==> src/rtl/mxb_pkg.sv <==
package mxb_pkg;

    localparam int unsigned AW       = 16;
    localparam int unsigned DW       = 8;
    localparam int unsigned STATES   = 6;
    // Phase is a single bit; the timer relies on two phases per state.
    localparam int unsigned PHASES   = 2;
    localparam int unsigned CYC_LEN  = STATES * PHASES;
    localparam int unsigned HALF_LEN = CYC_LEN / 2;
    localparam int unsigned POS_W    = $clog2(CYC_LEN);

    typedef logic [POS_W-1:0] pos_t;

    // Clock positions inside a machine cycle (or inside one half of it).
    localparam pos_t POS_LAST      = pos_t'(CYC_LEN - 1);
    localparam pos_t POS_HALF      = pos_t'(HALF_LEN);
    localparam pos_t POS_HALF_LAST = pos_t'(HALF_LEN - 1);
    localparam pos_t POS_ALE_END   = pos_t'(1);
    localparam pos_t POS_ADDR_END  = pos_t'(2);
    localparam pos_t POS_PSEN_BEG  = pos_t'(3);
    localparam pos_t POS_WD_BEG    = pos_t'(4);
    localparam pos_t POS_XS_BEG    = pos_t'(5);
    localparam pos_t POS_XS_END    = pos_t'(10);

    typedef enum logic [1:0] {
        K_IDLE  = 2'd0,
        K_FETCH = 2'd1,
        K_READ  = 2'd2,
        K_WRITE = 2'd3
    } bus_kind_e;

    typedef struct packed {
        bus_kind_e         kind;
        logic              wide;
        logic [AW-1:0]     addr;
        logic [DW-1:0]     wdata;
        logic [DW-1:0]     p2v;
        logic [1:0]        ext;
    } cyc_t;

    typedef struct packed {
        logic              ale;
        logic              psen_n;
        logic              rd_n;
        logic              wr_n;
        logic              lo_oe;
        logic [DW-1:0]     lo_out;
        logic [DW-1:0]     hi_out;
    } pins_t;

    localparam pins_t PINS_RST = '{ale: 1'b0, psen_n: 1'b1, rd_n: 1'b1, wr_n: 1'b1,
                                   lo_oe: 1'b0, lo_out: '0, hi_out: '0};

    localparam cyc_t CYC_RST = '{kind: K_IDLE, wide: 1'b0, addr: '0, wdata: '0,
                                 p2v: '0, ext: 2'b00};

    // Pin values for clock position pos of a machine cycle described by c.
    function automatic pins_t pins_at(input pos_t pos, input cyc_t c);
        pins_t         p;
        logic          half;
        pos_t          off;
        logic          dcyc;
        logic          xs;
        logic [AW-1:0] fa;
        p        = PINS_RST;
        p.hi_out = c.p2v;
        p.lo_out = c.addr[DW-1:0];
        half     = (pos >= POS_HALF);
        off      = half ? pos_t'(pos - POS_HALF) : pos;
        dcyc     = (c.kind == K_READ) || (c.kind == K_WRITE);
        xs       = (pos >= POS_XS_BEG) && (pos <= POS_XS_END);
        p.ale    = (off <= POS_ALE_END) && !(half && dcyc);
        fa       = c.addr + AW'(half);
        case (c.kind)
            K_FETCH: begin
                if (c.ext[half]) begin
                    p.hi_out = fa[AW-1:DW];
                    p.lo_out = fa[DW-1:0];
                    p.lo_oe  = (off <= POS_ADDR_END);
                    p.psen_n = !(off >= POS_PSEN_BEG);
                end
            end
            K_READ, K_WRITE: begin
                p.hi_out = c.wide ? c.addr[AW-1:DW] : c.p2v;
                p.lo_oe  = (pos <= POS_ADDR_END);
                p.rd_n   = !(xs && (c.kind == K_READ));
                p.wr_n   = !(xs && (c.kind == K_WRITE));
                if ((c.kind == K_WRITE) && (pos >= POS_WD_BEG)) begin
                    p.lo_oe  = 1'b1;
                    p.lo_out = c.wdata;
                end
            end
            default: ;
        endcase
        return p;
    endfunction

endpackage

==> src/rtl/mxb_timer.sv <==
module mxb_timer
    import mxb_pkg::*;
#(
    parameter int unsigned STATE_W = 4
) (
    input  logic clk,
    input  logic rst,
    output pos_t pos_q,
    output pos_t pos_nx,
    output logic wrap
);

    typedef struct packed {
        logic [STATE_W-1:0] state;
        logic               phase;
    } tm_t;

    localparam logic [STATE_W-1:0] ST_LAST = STATE_W'(STATES - 1);
    localparam tm_t TM_RST = '{state: ST_LAST, phase: 1'b1};

    tm_t tm_q, tm_d;

    always_comb begin
        tm_d = tm_q;
        if (tm_q.phase) begin
            tm_d.phase = 1'b0;
            tm_d.state = (tm_q.state == ST_LAST) ? '0 : tm_q.state + 1'b1;
        end else begin
            tm_d.phase = 1'b1;
        end
    end

    always_ff @(posedge clk) begin
        if (rst) tm_q <= TM_RST;
        else     tm_q <= tm_d;
    end

    assign pos_q  = pos_t'({tm_q.state, tm_q.phase});
    assign pos_nx = pos_t'({tm_d.state, tm_d.phase});
    assign wrap   = (pos_q == POS_LAST);

endmodule

==> src/rtl/mxb_route.sv <==
module mxb_route
    import mxb_pkg::*;
#(
    parameter int unsigned INT_ROM_DEPTH = 8192
) (
    input  logic [AW-1:0] addr,
    input  logic          int_en,
    output logic [1:0]    ext
);

    localparam logic [AW:0] LIMIT = (AW+1)'(INT_ROM_DEPTH);

    for (genvar h = 0; h < 2; h++) begin : g_half
        logic [AW:0] half_addr;
        assign half_addr = {1'b0, addr} + (AW+1)'(h);
        assign ext[h]    = !int_en || (half_addr >= LIMIT);
    end

endmodule

==> src/rtl/mxb_sequencer.sv <==
module mxb_sequencer
    import mxb_pkg::*;
#(
    parameter int unsigned INT_ROM_DEPTH = 8192,
    parameter int unsigned STATE_W       = 4
) (
    input  logic          clk,
    input  logic          rst,
    input  logic          int_rom_en,
    input  logic [1:0]    req_kind,
    input  logic          req_wide,
    input  logic [AW-1:0] req_addr,
    input  logic [DW-1:0] req_wdata,
    input  logic [DW-1:0] p2_reg,
    output logic          req_take,
    output logic          ale,
    output logic          psen_n,
    output logic          rd_n,
    output logic          wr_n,
    output logic [DW-1:0] lo_out,
    output logic          lo_oe,
    input  logic [DW-1:0] lo_in,
    output logic [DW-1:0] hi_out,
    output logic [DW-1:0] rdata,
    output logic          rdata_valid
);

    typedef struct packed {
        cyc_t          cyc;
        pins_t         pins;
        logic          int_en;
        logic [DW-1:0] rdata;
        logic          rvalid;
    } seq_t;

    localparam seq_t SEQ_RST = '{cyc: CYC_RST, pins: PINS_RST, int_en: 1'b0,
                                 rdata: '0, rvalid: 1'b0};

    seq_t       seq_q, seq_d;
    pos_t       pos_q, pos_nx;
    logic       wrap;
    logic [1:0] req_ext;
    logic       cap_fetch, cap_read;

    mxb_timer #(.STATE_W(STATE_W)) u_timer (
        .clk    (clk),
        .rst    (rst),
        .pos_q  (pos_q),
        .pos_nx (pos_nx),
        .wrap   (wrap)
    );

    mxb_route #(.INT_ROM_DEPTH(INT_ROM_DEPTH)) u_route (
        .addr   (req_addr),
        .int_en (seq_q.int_en),
        .ext    (req_ext)
    );

    // Capture points: last clock of each strobe's low window.
    assign cap_fetch = (seq_q.cyc.kind == K_FETCH) &&
                       (((pos_q == POS_HALF_LAST) && seq_q.cyc.ext[0]) ||
                        ((pos_q == POS_LAST)      && seq_q.cyc.ext[1]));
    assign cap_read  = (seq_q.cyc.kind == K_READ) && (pos_q == POS_XS_END);

    always_comb begin
        seq_d        = seq_q;
        seq_d.rvalid = 1'b0;
        if (wrap) begin
            seq_d.cyc.kind  = bus_kind_e'(req_kind);
            seq_d.cyc.wide  = req_wide;
            seq_d.cyc.addr  = req_addr;
            seq_d.cyc.wdata = req_wdata;
            seq_d.cyc.p2v   = p2_reg;
            seq_d.cyc.ext   = req_ext;
        end
        seq_d.pins = pins_at(pos_nx, seq_d.cyc);
        if (cap_fetch || cap_read) begin
            seq_d.rdata  = lo_in;
            seq_d.rvalid = 1'b1;
        end
    end

    always_ff @(posedge clk) begin
        if (rst) begin
            seq_q        <= SEQ_RST;
            seq_q.int_en <= int_rom_en;
        end else begin
            seq_q        <= seq_d;
        end
    end

    assign req_take    = wrap;
    assign ale         = seq_q.pins.ale;
    assign psen_n      = seq_q.pins.psen_n;
    assign rd_n        = seq_q.pins.rd_n;
    assign wr_n        = seq_q.pins.wr_n;
    assign lo_out      = seq_q.pins.lo_out;
    assign lo_oe       = seq_q.pins.lo_oe;
    assign hi_out      = seq_q.pins.hi_out;
    assign rdata       = seq_q.rdata;
    assign rdata_valid = seq_q.rvalid;

endmodule

==> config.mk <==
export PLATFORM = sky130hd
export DESIGN_NAME = mxb_sequencer
export DESIGN_NICKNAME = d
export VERILOG_FILES = /design/src/rtl/mxb_pkg.sv /design/src/rtl/mxb_timer.sv /design/src/rtl/mxb_route.sv /design/src/rtl/mxb_sequencer.sv
export SDC_FILE = /design/constraint.sdc
export NUM_CORES = 1
export LEC_CHECK = 0
export ABC_AREA = 0
export BUFFER_PORTS_ARGS = -buffer_cell sky130_fd_sc_hd__buf_4
export CORE_UTILIZATION = 50
export DETAILED_ROUTE_END_ITERATION = 12
export PLACE_DENSITY = 0.73
export SLEW_MARGIN = 25
export SYNTH_ARGS = -nofsm -noshare
export SYNTH_HDL_FRONTEND = slang
export SYNTH_SLANG_ARGS = --single-unit
==> constraint.sdc <==
create_clock -name clk -period 7.8 [get_ports clk]
set_input_delay 1.17 -clock clk [delete_from_list [all_inputs] [get_ports clk]]
set_output_delay 1.17 -clock clk [all_outputs]
set_load 0.03 [all_outputs]
==> summary.txt <==
Outcome
  – Outcome: complete, no violations

Placement
  – Placed wire-length estimate: 7.22 mm
  – I/O Buffers: 76
  – Last weighted congestion value of the routability-driven placer: 0.872

Route
  – Count of nets left with antenna violations after detail routing: 0
  – Mean routed wirelength per cell: approximately 16 um
  – Count of TritonRoute iterations in the first routing pass: 7
  – Detailed-route wire length: ~10 mm
  – Iter 0 DRT Violations: 270
  – Vias/cell: 5.61
  – Total vias in the final route: about 3,600
  – DRC violations left: 0

Power and ir drop
  – Total Power: 0.00112 W
  – Logic pwr share: 0.335
  – Highest ir drop seen on vdd: about 0.11 mV
  – Net switching component of the power: 0.000418 W
  – Sequential share of power: 0.392
  – Power density cells: 240 mW/mm^2
  – Sw Ratio: 0.372
  – Proportion of power drawn by the clock network: 0.272
  – Internal power summed over all cells: 0.000704 W
  – Leakage: 2.01 nW

Cells and area
  – Diode count: 0
  – Share of layout cells above drive strength 1: 0.204
  – Area growth from synthesis to final layout: 15.0%
  – Layout Nets: 595

CTS
  – TritonCTS clock tree: done
  – Post-cts sizing count: 0
  – Number of buffers added to fix hold violations after cts: 0
  – Clock latency on the worst-skew pair: 0.36 ns
  – Total setup buffers inserted after CTS: 0
  – Clock Root Buffer: clkbuf_8
  – CTS clock-pin slew for the worst setup and hold paths: 0.09 ns
  – Number of buffers inserted during clock tree synthesis: 9
  – Clock tree buffer depth: 2
  – Total number of H-tree levels: 3
  – CTS sink cnt: 73

Setup path
  – CP startpoint kind: flip-flop
  – Launch point of the critical path: u_timer.pos_q[0]
  – WP data arrival: 2.64 ns
  – Maximum net fanout on the critical path: 44
  – Crit Path Class: flip-flop to output port
  – Startpoint of the most critical register-to-register path: u_timer.pos_q[0]
  – Kind of end point of the critical path: output port
  – Required time at the worst-slack endpoint: between 6 and 7 ns

Synth
  – Synth area leader: dfxtp_1
  – Number of warnings printed during yosys synthesis: 0
  – Portion of the post-synthesis area used by sequential elements: 0.361
  – Distinct cell type count after synthesis: 68
  – Most numerous cell in the Yosys netlist: dfxtp_1
  – Most common library cells after synthesis: dfxtp_1 (72), nand2_1 (70), nor2_1 (55), mux2i_1 (33), a21oi_1 (32)
  – #FFs+latches synth: 73
  – Number of enable flip-flop cells after synthesis: 1
  – Synth Net Count: 554
  – Gate count of the mapped netlist: 502
  – Ys flop type: dfxtp_1
  – Share of the synthesized area in the top cell type: 0.354
  – Syn Area/Cell: 8.12 um^2
  – Post-synthesis instance area: 0.00407 mm^2
  – Top post-synthesis cells by area: dfxtp_1 (35%), mux2i_1 (8.1%), nand2_1 (6.4%)
  – Proportion of register bits with asynchronous set or reset after synthesis: 0

Floorplan
  – Floorplan row count: 32
  – Horizontal die dimension: 92.3 um
  – Number of I/O pins: 77
  – Overall die area: 0.00851 mm^2
  – Die height: 92.3 um
  – Core box area: between 0.007 and 0.008 mm^2
  – Initial core utilization: 0.522

Hold path
  – Worst Hold Launch: seq_q[33]
  – Worst min path class: flip-flop to flip-flop

Global routing
  – Pin count of the biggest net entering global routing: between 70 and 80
  – Initial antenna violation count: 0
  – GRT Overall Usage: 0.249
  – Sum of overflow across all layers after global routing: 0
  – First-pass GRT wire length: about 17 mm
  – Number of global-route vias before repair: 3,463

STA
  – Slew Limit Headroom: 0.410
  – Fmax: 0.262 GHz
  – Number of max-slew violations in the final report: 0
  – Endpoints failing hold: 0
  – Unrepaired setup endpoints after global routing: false
  – Number of setup violations in the final report: 0
  – Summed negative setup slack over all endpoints: 0 ns
  – Worst slew pin tran: 0.881 ns
  – Share of the clock period used by the worst path: 0.489
  – Final critical-path required period: between 3 and 4 ns
  – Clock skew: between 0.01 and 0.015 ns

Flow run
  – Count of max-cap constraint violations: 0
==> layer usage <==
layer / part of all wire / GRT usage / vias to the layer above
met5: 0 / 0 / -
met3: 0.068 / 0.0514 / 21
met1: 0.45 / 0.326 / 1656
met4: 0.023 / 0.112 / 0
met2: 0.45 / 0.392 / 134
li1: - / - / 1835
==> power by group through the flow <==
stage                     combinational (W)  sequential, W  clock (W)
after floorplan                    0.000295       0.000441          0
after global placement             0.000368       0.000447          0
after detailed placement           0.000371       0.000448          0
after CTS                          0.000373       0.000440   0.000312
after global routing               0.000410       0.000444   0.000329
final                              0.000376       0.000440   0.000306
==> registers in the layout (all words and copies together), names as in the netlist <==
name           count
seq_q             37
hi_out             8
lo_out             8
rdata              8
u_timer.pos_q      4
ale                1
lo_oe              1
psen_n             1
rd_n               1
rdata_valid        1
seq_d              1
u_timer.tm_q       1
wr_n               1
==> cell type report <==
| cell class | count | area, um^2 |
|---|---|---|
| timing repair buffer | 79 | 593 |
| fill | 732 | 3120 |
| tap | 102 | 128 |
| clock inverter | 7 | 75.1 |
| multi-input combinational | 370 | 2250 |
| sequential | 73 | 1470 |
| clock buffer | 9 | 124 |
| inverter | 10 | 38.8 |
==> worst paths after layout <==
| path | to | cells after the start | slack (ns) |
|---|---|---|---|
| setup / recovery | req_take | 4 | 3.99 |
| setup reg to reg | lo_out[7] | 9 | 4.24 |
| hold reg to reg | seq_q[33] | 2 | 0.47 |
| hold / removal | seq_q[33] | 2 | 0.47 |
==> layout by cell type, fill, tap and decap left out, types with 3 or more instances in the layout <==
master and n:
nor2_1 55, and2_1 7, o211ai_1 4, nand3_1 19
clkbuf_8 9, o21ai_0 20, nand2b_1 9, and4_1 3
a211oi_1 5, nor3_1 10, ha_1 6, nand4_1 7
o21ai_1 3, nand2_1 70, nor4_1 3, dfxtp_1 72
mux2i_1 33, o21a_1 3, buf_4 79, nor2b_1 6
inv_6 3, xor2_1 4, a21oi_1 32, a31oi_1 7
and3_1 4, clkinv_2 3, inv_1 9, o22ai_1 6
xnor2_1 9
==> through the flow <==
stage	area, um^2	util	setup WS [ns]	instances	hold slack, ns
3_3_place_gp	4490	0.575	4.38	634	0.457
4_1_cts	4680	0.600	4.02	650	0.472
5_1_grt	4680	0.600	3.86	650	0.482
2_1_floorplan	4070	-	4.94	502	0.435
6_report	4680	0.600	3.99	650	0.468
3_5_place_dp	4490	0.575	4.31	634	0.457
==> cell families (layout without fill, tap and decap cells) <==
logic type,count (synthesis),after routing,share of synthesized area
DFF,73,73,0.361
AOI/OAI and AO/OA,106,106,0.171
adders and majority gates,6,6,0.0184
xor gates and xnor gates,13,13,0.0279
muxes,35,35,0.0866
and+or+nand+nor,210,210,0.249
buffers and inverters,59,105,0.0854
==> worst max-delay path, stage by stage, from the launching register on <==
cell	delay, ns
dfxtp_1	0.50
nand4b_4	0.19
buf_4	0.43
clkinv_2	0.70
buf_4	0.42
No activity file was read; power rests on OpenSTA's default activity.
